--- config.mk ---
export PLATFORM = sky130hd
export DESIGN_NAME = audio_clkgen
export DESIGN_NICKNAME = d
export VERILOG_FILES = /design/src/rtl/audio_clkgen.sv
export SDC_FILE = /design/constraint.sdc
export NUM_CORES = 1
export LEC_CHECK = 0
export BUFFER_PORTS_ARGS = -buffer_cell sky130_fd_sc_hd__buf_4
export CAP_MARGIN = 5
export CORE_MARGIN = 2
export CORE_UTILIZATION = 49
export DETAILED_ROUTE_END_ITERATION = 8
export MAX_ROUTING_LAYER = met4
export PLACE_DENSITY = 0.68
export SYNTH_ARGS = -nofsm -noshare
export SYNTH_HDL_FRONTEND = slang
export SYNTH_SLANG_ARGS = --single-unit
--- constraint.sdc ---
create_clock -name clk -period 3.66 [get_ports clk]
set_clock_uncertainty 0.2 [all_clocks]
set_input_delay 0.183 -clock clk [delete_from_list [all_inputs] [get_ports clk]]
set_output_delay 0.183 -clock clk [all_outputs]
set_load 0.1 [all_outputs]
--- src/rtl/audio_clkgen.sv ---
module audio_clkgen #(
  parameter int DIV_W = 8
) (
  input  logic             clk,
  input  logic             rst_n,
  input  logic             en,
  input  logic [DIV_W-1:0] div,
  input  logic             odd,
  input  logic             mclk_en,
  input  logic             frame32,
  input  logic             ck_idle_hi,
  output logic             ck,
  output logic             mclk,
  output logic             ck_lead,
  output logic             ck_trail,
  output logic             frame_stb
);
  localparam int RW = DIV_W + 1;
  localparam int BW = 6;

  logic [DIV_W-1:0] a_div;
  logic             a_odd, a_mclk, a_f32, a_pol;
  logic [RW-1:0]    mcnt;
  logic [2:0]       sub;
  logic [BW-1:0]    bcnt;

  wire [DIV_W-1:0] div_eff = (a_div < DIV_W'(2)) ? DIV_W'(2) : a_div;
  wire [RW-1:0]    ratio   = {div_eff, 1'b0} + RW'(a_odd);
  wire [3:0]       mult    = !a_mclk ? 4'd1 : (a_f32 ? 4'd4 : 4'd8);
  wire [3:0]       sub_w   = {1'b0, sub};

  wire m_last = (mcnt == ratio - RW'(1));
  wire s_last = (sub_w == mult - 4'd1);
  wire b_last = (bcnt == (a_f32 ? BW'(63) : BW'(31)));
  wire p_last = m_last && s_last;
  wire f_last = p_last && b_last;

  wire m_high  = (mcnt < (ratio >> 1));
  wire ck_act  = a_mclk ? (sub_w < (mult >> 1)) : m_high;
  wire at_lead = (mcnt == '0) && (sub == '0);
  wire at_trl  = a_mclk ? ((mcnt == '0) && (sub_w == (mult >> 1)))
                        : (mcnt == (ratio >> 1));

  always_ff @(posedge clk or negedge rst_n) begin
    if (!rst_n) begin
      a_div <= DIV_W'(2); a_odd <= 1'b0; a_mclk <= 1'b0; a_f32 <= 1'b0; a_pol <= 1'b0;
      mcnt <= '0; sub <= '0; bcnt <= '0;
      ck <= 1'b0; mclk <= 1'b0; ck_lead <= 1'b0; ck_trail <= 1'b0; frame_stb <= 1'b0;
    end else if (!en) begin
      a_div <= div; a_odd <= odd; a_mclk <= mclk_en; a_f32 <= frame32; a_pol <= ck_idle_hi;
      mcnt <= '0; sub <= '0; bcnt <= '0;
      ck <= ck_idle_hi; mclk <= 1'b0; ck_lead <= 1'b0; ck_trail <= 1'b0; frame_stb <= 1'b0;
    end else begin
      ck        <= a_pol ^ ck_act;
      mclk      <= a_mclk && m_high;
      ck_lead   <= at_lead;
      ck_trail  <= at_trl;
      frame_stb <= at_lead && (bcnt == '0);
      mcnt <= m_last ? '0 : mcnt + RW'(1);
      if (m_last) sub <= s_last ? '0 : sub + 3'd1;
      if (p_last) bcnt <= b_last ? '0 : bcnt + BW'(1);
      if (f_last) begin
        a_div <= div; a_odd <= odd; a_mclk <= mclk_en; a_f32 <= frame32; a_pol <= ck_idle_hi;
      end
    end
  end

  a_r6_lead_active: assert property (@(posedge clk) disable iff (!rst_n)
    ck_lead |-> (ck != a_pol));
  a_r6_trail_idle: assert property (@(posedge clk) disable iff (!rst_n)
    ck_trail |-> (ck == a_pol));
  a_r6_strobe_excl: assert property (@(posedge clk) disable iff (!rst_n)
    $onehot0({ck_lead, ck_trail}));
  a_r7_frame_on_lead: assert property (@(posedge clk) disable iff (!rst_n)
    frame_stb |-> ck_lead);
  a_r9_off_quiet: assert property (@(posedge clk) disable iff (!rst_n)
    !en |=> (!mclk && !ck_lead && !ck_trail && !frame_stb));
  a_r3_mclk_gated: assert property (@(posedge clk) disable iff (!rst_n)
    (en && !a_mclk) |=> !mclk);
  a_r8_cfg_held: assert property (@(posedge clk) disable iff (!rst_n)
    (en && !f_last) |=> $stable({a_div, a_odd, a_mclk, a_f32, a_pol}));
endmodule

# Word level (Yosys, flattened, before mapping)
# Cells that the tools add are included.
[classes] addsub=6 n_reduce_logical=9 bitwise=1 eq_ne=8 mux=29 order_cmp=3
[ops] cell="6-bit 2-to-1 mux" count=4
[ops] cell="8-bit 2-to-1 mux" count=3
[ops] cell="9-bit 2-to-1 mux" count=2
[ops] cell="1-bit 2-to-1 mux" count=15
[ops] cell="9-bit by 1-bit adder with 9-bit output" count=1
[ops] cell="9-bit by 1-bit adder with 9-bit output, second input constant" count=1
[ops] cell="9-bit by 8-bit equality test with 1-bit output" count=1
[ops] cell="9-bit equality test" count=1
[ops] cell="9-bit logical NOT" count=1
[ops] cell="9-bit by 8-bit < comparator with 1-bit output" count=1
[ops] cell="3-bit 2-to-1 mux" count=3
[ops] cell="9-bit by 1-bit subtractor with 9-bit output, second input constant" count=1
[ops] cell="8-bit by 2-bit < comparator with 1-bit output, second input constant" count=1
[ops] cell="4-bit 2-to-1 mux" count=2
[ops] cell="6-bit by 1-bit adder with 6-bit output, second input constant" count=1
[ops] cell="6-bit equality test" count=1
[ops] cell="1-bit logical AND" count=6
[ops] cell="6-bit logical NOT" count=1
[ops] cell="2-bit by 1-bit inequality test with 1-bit output, second input constant" count=3
[ops] cell="3-bit by 4-bit equality test with 1-bit output" count=1
[ops] cell="4-bit by 1-bit subtractor with 4-bit output, second input constant" count=1
[ops] cell="3-bit by 1-bit adder with 3-bit output, second input constant" count=1
[ops] cell="3-bit equality test" count=1
[ops] cell="3-bit logical NOT" count=1
[ops] cell="2 further kinds" count=2
[totals] output_inout_bits=5 reg_bits=35 in_bits=15 elab_cells=69

# Depth between registers and ports, before layout
# Gate-level depths: netlist of the first run.
[depth] ltp_word=9 mapped_depth=13

# Worst setup path before layout of the first run
# Ideal clock, no wire load.
[synth_timing] kind="register to register" startpoint="reg a_div[6]" endpoint="reg bcnt[3]" path_stages_with_launch=13 arrival_ns=3.460 required_ns=3.338 setup_ns=0.122 path_buffers=2 setup_slack_ns=-0.121 period_less_slack_ns=3.781 path_cell_list="dfrtp_1 -> clkbuf_1 -> nor3_1 -> nand2_1 -> nand2_1 -> ha_1 -> xnor2_1 -> a211o_1 -> or4_4 -> or3_1 -> buf_6 -> or4_1 -> a32o_1"
[synth_via] elab_chain_len=7
[synth_lines] item="start: declaration" line_no="21" rtl="logic [DIV_W-1:0] a_div;"
[synth_lines] item="start signal: assignment" line_no="46" rtl="a_div <= DIV_W'(2); a_odd <= 1'b0; a_mclk <= 1'b0; a_f32 <= 1'b0; a_pol <= 1'b0;"
[synth_lines] item="start signal: assignment" line_no="50" rtl="a_div <= div; a_odd <= odd; a_mclk <= mclk_en; a_f32 <= frame32; a_pol <= ck_idle_hi;"
[synth_lines] item="start signal: assignment" line_no="63" rtl="a_div <= div; a_odd <= odd; a_mclk <= mclk_en; a_f32 <= frame32; a_pol <= ck_idle_hi;"
[synth_lines] item="8-bit by 2-bit < comparator with 1-bit output" line_no="27" rtl="wire [DIV_W-1:0] div_eff = (a_div < DIV_W'(2)) ? DIV_W'(2) : a_div;"
[synth_lines] item="8-bit 2-to-1 mux *" line_no="27"
[synth_lines] item="9-bit by 1-bit adder with 9-bit output *" line_no="28" rtl="wire [RW-1:0] ratio = {div_eff, 1'b0} + RW'(a_odd);"
[synth_lines] item="9-bit by 1-bit subtractor with 9-bit output *" line_no="32" rtl="wire m_last = (mcnt == ratio - RW'(1));"
[synth_lines] item="9-bit equality test *" line_no="32"
[synth_lines] item="1-bit logical AND *" line_no="35" rtl="wire p_last = m_last && s_last;"
[synth_lines] item="2-bit by 1-bit inequality test with 1-bit output (no line) *"
[synth_lines] item="end signal: assignment" line_no="61" rtl="if (p_last) bcnt <= b_last ? '0 : bcnt + BW'(1);"
[synth_lines] item="end: declaration" line_no="25" rtl="logic [BW-1:0] bcnt;"
# Every way passes the cells marked *; elsewhere a longest branch is shown, timed or not.
# A chain may end at the register's enable or synchronous reset.

# Worst setup path in the final report of the first run
[layout_timing] startpoint="reg a_div[2]" endpoint="reg bcnt[5]"
# The elaborated chain is that of the path after synthesis.

==> results of run 1 <==
flip-flops by register name, indices dropped and copies added (netlist names), 3 cells and up:
name and flops:
mcnt 9, a_div 8, bcnt 6, sub 3
layer usage:
metal | vias up | part of all wire [%] | global-route usage, %
met5 | - | 0 | -
met3 | 9 | 2.9 | 3.66
met1 | 970 | 46 | 29.8
met2 | 34 | 49 | 37.3
met4 | 0 | 1.9 | 9.13
li1 | 1013 | - | -
repair_timing:
action | in CTS | in global routing
buffers inserted | 0 | 0
hold buffers | 13 | 0
endpoints found under the setup margin | 0 | 0
endpoints found under the hold margin | 48 | 0
path summary, 6_finish.rpt:
kind / startpoint / to / slack [ps] / depth (start not counted)
max in group asynchronous: rst_n / a_div[1]$_DFFE_PN1P_ / 2720 / 2
max reg2reg: a_div[2]$_DFFE_PN0P_ / bcnt[5]$_DFFE_PN0P_ / 180 / 10
min: en / sub[2]$_DFFE_PN0P_ / 20 / 2
min in group asynchronous: rst_n / bcnt[0]$_DFFE_PN0P_ / 180 / 2
max: a_div[2]$_DFFE_PN0P_ / bcnt[5]$_DFFE_PN0P_ / 180 / 10
min reg2reg: mcnt[0]$_DFF_PN0_ / mcnt[0]$_DFF_PN0_ / 320 / 1
area by class of cell:
type	count	area, um2
Clock buffer	6	82.6
Clock inverter	1	5.00
Fill cell	433	1850
Inverter	20	75.1
Multi-Input combinational cell	191	1420
Sequential cell	35	877
Tap cell	67	83.8
Timing Repair Buffer	44	363
cells by family (layout without fill, tap and decap cells):
| family | after synthesis | in the layout | synth area share (%) |
|---|---|---|---|
| xor+xnor | 16 | 16 | 5.78 |
| simple gates | 102 | 102 | 23.8 |
| buf+inv | 33 | 71 | 5.58 |
| compound gates | 40 | 40 | 12.6 |
| fa+ha+maj | 17 | 17 | 8.78 |
| mux | 16 | 16 | 7.23 |
| flops | 35 | 35 | 36.2 |
worst max-delay path: cells and delay by family, from the launching register on:
| family | cells | cell delay (ps) |
|---|---|---|
| fa+ha+maj | 1 | 240 |
| xor+xnor | 1 | 120 |
| flops | 1 | 410 |
| compound gates | 2 | 530 |
| simple gates | 6 | 1880 |
report_power, final:
part	internal (mW)	switching, mW	total, mW
clock	0.148	0.143	0.291
combinational	0.106	0.154	0.259
sequential	0.409	0.0258	0.435
stage by stage:
stage	setup WS, ps	hold slack [ps]	total power [mW]	setup TNS (ps)	instance area [um2]
floorplan	-2.85	-313	0.612	-2.85	2430
global placement	228	-36.2	0.687	0	2690
detailed placement	176	-31.4	0.690	0	2690
CTS	169	19.6	0.991	0	2910
global route	37.2	28.8	1.04	0	2910
finish	180	25.0	0.985	0	2910
cell usage in the layout (no fill, tap or decap), types with 2 or more instances in the layout:
master / Yosys / final
dlygate4sd3_1: 0 / 13
nor2_1: 20 / 20
nor2b_1: 2 / 2
o31ai_1: 4 / 3
clkbuf_8: 0 / 6
xnor2_1: 11 / 11
mux2i_1: 4 / 4
nand2_1: 17 / 17
o31a_1: 4 / 4
o21a_1: 3 / 3
a21oi_1: 8 / 8
o31ai_2: 1 / 2
a221oi_1: 2 / 2
xor2_1: 5 / 5
and3_1: 2 / 2
a211o_1: 2 / 2
buf_4: 0 / 31
and4_1: 2 / 2
inv_1: 20 / 20
nor4_1: 9 / 9
nor3_2: 1 / 2
nor3_1: 7 / 6
o21ai_0: 3 / 3
or4_1: 5 / 5
nor3b_1: 4 / 4
mux2_2: 12 / 12
nand4_1: 7 / 7
nand2b_1: 7 / 7
a32o_1: 2 / 2
or3_1: 4 / 4
dfrtp_1: 34 / 34
ha_1: 17 / 17
nand3_1: 7 / 7
==> reports/results.tsv, run 1 <==
stage	metric	value	unit
outcome	outcome	finished, final reports clean	
setup_path	Worst Setup End Kind	flop	
place	placed cells	344	
synthesis	post-synthesis area per instance	9.35	um2
global_routing	Tot GR Track Use	23.3	%
floorplanning	chip height	74.3	um
final_layout	layout cells sized above 1	21.2	%
setup_path	WP data arrival	3470	ps
routing	WL final	5620	um
synthesis	asr flop ratio synth	100	%
clock_network	Clock Sinks	35	
global_routing	initial antenna violation count	0	
sta	Min Clock Period, post-route	3480	ps
synthesis	Post-Syn Instances	259	
clock_network	worst-skew pair later-pin latency	300	ps
clock_network	Resize count post-CTS	0	
synthesis	FF+latch count, synth	35	
routing	wire per inst	15.4	um
synthesis	Post-synth EDFFs	0	
clock_network	total CTS buffers	5	
clock_network	clk root buf	clkbuf_8	
setup_path	critical-path cell list	nor4_4 -> nand2_1 -> nand2_1 -> ha_1 -> xnor2_1 -> a211o_1 -> or4_4 -> or3_1 -> or4_1 -> a32o_1	
synthesis	Seq/Total Area, Yosys	36.2	%
setup_path	critical path class	reg -> reg	
routing	DRC viols	0	
routing	vias per inst	5.57	
clock_network	# H-tree levels	2	
synthesis	area of the mapped netlist	2420	um2
power_and_ir_drop	Worst VDD drop	0.000250	V
sta	RSZ-0062 raised after global routing	false	
floorplanning	number of I/O pins	20	
setup_path	CP required	3650	ps
setup_path	max incr delay on CP	540	ps
setup_path	Most common cell on crit path	nand2_1	
sta	endpoints failing hold	0	
floorplanning	Core Area	4750	um2
final_layout	final cell utilization of the core	61.1	%
synthesis	ys flop type	dfrtp_1	
routing	routed via count	2026	
floorplanning	initial cell density of the core	50.9	%
setup_path	Worst Path Max Fanout	3	
sta	actual slew at the worst max-slew pin	635	ps
flow_run	Max-cap violations	0	
synthesis	top post-synthesis cells by count	34 x dfrtp_1, 20 x inv_1, 20 x nor2_1	
synthesis	Post-Syn Nets	291	
global_routing	vias in the first global route	1931	
routing	Initial DRC Count	105	
power_and_ir_drop	pwr dens	339	nW/um2
synthesis	count leader, synth	dfrtp_1	
sta	Max Slew Vio Count	0	
clock_network	CTS clk-pin slew, worst paths	70	ps
global_routing	first-pass GRT wire length	9310	um
floorplanning	FP Rows	25	
hold_path	Hold WC Path Type	in -> reg	
clock_network	CTS tree	yes	
place	routability congestion estimate	0.942	
floorplanning	die area	5520	um2
sta	Setup violations, final	0	
routing	first drt pass iteration count	4	
place	post-DP HPWL	4050	um
sta	Final period util	95.1	%
power_and_ir_drop	leakage power	1.27	nW
global_routing	GR Overflow Total	0	
synthesis	post-synth top area cell	dfrtp_1	
sta	Peak Freq	287	MHz
routing	Routed Antenna Nets	0	
synthesis	Yosys top cell area share	35.1	%
global_routing	largest net degree at the start of global routing	36	
clock_network	CTS max path bufs	2	
synthesis	Area contributors post-synth	dfrtp_1 35%, ha_1 8.8%, mux2_2 5.6%	
final_layout	synth-to-layout area growth	20.0	%
setup_path	CP max-delay cell	or4_1	
synthesis	synth unique cells	53	
floorplanning	die outline width	74.3	um
final_layout	# diodes	0	
synthesis	Yosys warnings	0	
place	Port Buf Inserts	19	
sta	Slew HR	57.5	%
setup_path	crit path launch type	flop	
final_layout	Final Non-Filler Cells	364	
final_layout	Nets	329	
No activity file was read; power rests on OpenSTA's default activity.
==> run 2, diff against run 1 <==
==> constraint.sdc (replaced) <==
create_clock -name clk -period 3.66 [get_ports clk]
set_clock_uncertainty 0.2 [all_clocks]
set_input_delay 0.366 -clock clk [delete_from_list [all_inputs] [get_ports clk]]
set_output_delay 0.366 -clock clk [all_outputs]
set_load 0.1 [all_outputs]
==> reports/results.tsv, run 2 (synthesized netlist as in run 1, its figures left out) <==
stage	metric	value	unit	change
outcome	outcome	finished, final reports clean		unchanged
routing	Routed Antenna Nets	0		unchanged
final_layout	most common cell after layout, fill and taps aside	dfrtp_1		unchanged
place	Post-DP Area	2690	um2	unchanged
routing	wire per inst	15.4	um	about the same
floorplanning	initial cell density of the core	50.9	%	unchanged
power_and_ir_drop	Tot Pwr	975	uW	was 985 uW
sta	actual slew at the worst max-slew pin	649	ps	was 635 ps
global_routing	first-pass GRT wire length	9070	um	was 9310 um
clock_network	CTS clk-pin slew, worst paths	70	ps	about the same
final_layout	Largest regs	mcnt: 9 flops, a_div: 8 flops, bcnt: 6 flops		unchanged
routing	metal3 WL	152	um	was 162 um
power_and_ir_drop	combinational fraction of design power	25.5	%	was 26.3%
routing	DR top layer	met4		unchanged
setup_path	CP required	3650	ps	about the same
global_routing	largest net degree at the start of global routing	36		unchanged
sta	Final period util	95.3	%	was 95.1%
sta	Max Slew Vio Count	0		unchanged
final_layout	most frequent cells in the layout	34 x dfrtp_1, 31 x buf_4, 20 x inv_1, 20 x nor2_1		unchanged
floorplanning	number of I/O pins	20		unchanged
global_routing	initial antenna violation count	0		unchanged
clock_network	worst-skew pair later-pin latency	300	ps	about the same
place	routability congestion estimate	0.942		unchanged
final_layout	layout cells sized above 1	22.1	%	was 21.2%
clock_network	Hold Buf Count CTS	1		was 13
global_routing	GR Overflow Total	0		unchanged
clock_network	# Post-CTS Setup Buffers	0		unchanged
routing	Initial DRC Count	101		was 105
setup_path	CP max-delay cell	or4_1		unchanged
final_layout	filler cell count	448		was 433
final_layout	synth-to-layout area growth	15.0	%	was 20.0%
power_and_ir_drop	Sw Pwr	321	uW	was 323 uW
clock_network	Clock Sinks	35		unchanged
final_layout	Nets	317		was 329
place	post-DP HPWL	4050	um	unchanged
routing	DRC viols	0		unchanged
setup_path	CP delay by family, top	simple AND/OR/NAND/NOR gates		unchanged
floorplanning	FP Rows	25		unchanged
clock_network	CTS max path bufs	2		unchanged
floorplanning	chip height	74.3	um	unchanged
setup_path	CP bufs+invs	0		unchanged
final_layout	final cell utilization of the core	58.6	%	was 61.1%
sta	Peak Freq	287	MHz	about the same
setup_path	Most common cell on crit path	nand2_1		unchanged
final_layout	max reg flops	9		unchanged
sta	Min Clock Period, post-route	3490	ps	was 3480 ps
setup_path	WP data arrival	3480	ps	was 3470 ps
power_and_ir_drop	Worst VDD drop	0.000248	V	was 0.000250 V
setup_path	critical path class	reg -> reg		unchanged
setup_path	crit path launch type	flop		unchanged
floorplanning	die outline width	74.3	um	unchanged
routing	vias per inst	5.63		was 5.57
sta	hold slack	101	ps	was 25.0 ps
sta	Slew HR	56.6	%	was 57.5%
power_and_ir_drop	leakage power	1.22	nW	was 1.27 nW
setup_path	Worst Setup End Kind	flop		unchanged
final_layout	Final Cell Area	2790	um2	was 2910 um2
global_routing	vias in the first global route	1885		was 1,931
clock_network	Resize count post-CTS	0		unchanged
setup_path	max incr delay on CP	540	ps	about the same
floorplanning	die area	5520	um2	unchanged
flow_run	Max-cap violations	0		unchanged
hold_path	Hold WC Path Type	in -> reg		unchanged
routing	met2 wire len	2610	um	was 2760 um
sta	RSZ-0062 raised after global routing	false		unchanged
clock_network	CTS tree	yes		unchanged
sta	Sum Neg Setup Slack	0	ps	unchanged
routing	WL final	5430	um	was 5620 um
final_layout	Largest Register	mcnt		unchanged
power_and_ir_drop	pwr dens	350	nW/um2	was 339 nW/um2
power_and_ir_drop	Sw Ratio	33.0	%	was 32.8%
routing	Routed met1 length	2550	um	was 2600 um
sta	Setup violations, final	0		unchanged
power_and_ir_drop	clock group share of total power	29.9	%	was 29.5%
clock_network	# H-tree levels	2		unchanged
routing	first drt pass iteration count	4		unchanged
place	Port Buf Inserts	19		unchanged
power_and_ir_drop	sequential share of power	44.5	%	was 44.1%
sta	endpoints failing hold	0		unchanged
setup_path	critical-path cell list	nor4_4 -> nand2_1 -> nand2_1 -> ha_1 -> xnor2_1 -> a211o_1 -> or4_4 -> or3_1 -> or4_1 -> a32o_1		unchanged
routing	routed via count	1981		was 2,026
clock_network	clk root buf	clkbuf_8		unchanged
setup_path	Worst Path Max Fanout	3		unchanged
final_layout	# diodes	0		unchanged
floorplanning	Core Area	4750	um2	unchanged
power_and_ir_drop	Int Power	654	uW	was 662 uW
clock_network	total CTS buffers	5		unchanged
global_routing	Tot GR Track Use	22.7	%	was 23.3%
[run 2: path summary, 6_finish.rpt]
path / endpoint / start / slack (ps) / cells past startpoint
setup / recovery: bcnt[5]$_DFFE_PN0P_ / a_div[2]$_DFFE_PN0P_ / 170 / 10
min in group asynchronous: bcnt[0]$_DFFE_PN0P_ / rst_n / 360 / 2
setup reg to reg: bcnt[5]$_DFFE_PN0P_ / a_div[2]$_DFFE_PN0P_ / 170 / 10
hold reg to reg: mcnt[0]$_DFF_PN0_ / mcnt[0]$_DFF_PN0_ / 320 / 1
max in group asynchronous: a_div[1]$_DFFE_PN1P_ / rst_n / 2540 / 2
hold / removal: a_div[4]$_DFFE_PN0P_ / div[4] / 100 / 2
[run 2: worst register-to-register path: stages, from the launching register on]
cell	delay (ps)
dfrtp_1	410
nor4_4	300
nand2_1	100
nand2_1	90
ha_1	240
xnor2_1	120
a211o_1	270
or4_4	490
or3_1	360
or4_1	540
a32o_1	260
[run 2: final cells by class]
class	count	area, um2	share of cell area, %
sequential	35	877	31.5
clock inverter	1	5.00	0.180
clock buffer	6	82.6	2.96
timing repair buffer	32	243	8.71
multi-input combinational	191	1420	51.0
tap	67	83.8	3.01
inverter	20	75.1	2.69
[run 2: layer usage]
layer	vias to the layer above	GRT usage [%]
li1	989	-
met1	951	29.2
met2	31	35.9
met3	10	3.66
met4	0	9.13
met5	-	-
[run 2: power groups by stage]
stage	sequential (mW)	combinational, mW	clock [mW]
after floorplan	0.474	0.138	0
after global placement	0.441	0.246	0
after detailed placement	0.442	0.248	0
after CTS	0.435	0.250	0.297
after global routing	0.438	0.273	0.314
final	0.434	0.249	0.292
[run 2: per-stage QoR]
step	std cells	setup WS (ps)
3_3_place_gp	344	228
6_report	352	171
3_5_place_dp	344	176
2_1_floorplan	259	-2.85
4_1_cts	352	169
5_1_grt	352	37.2
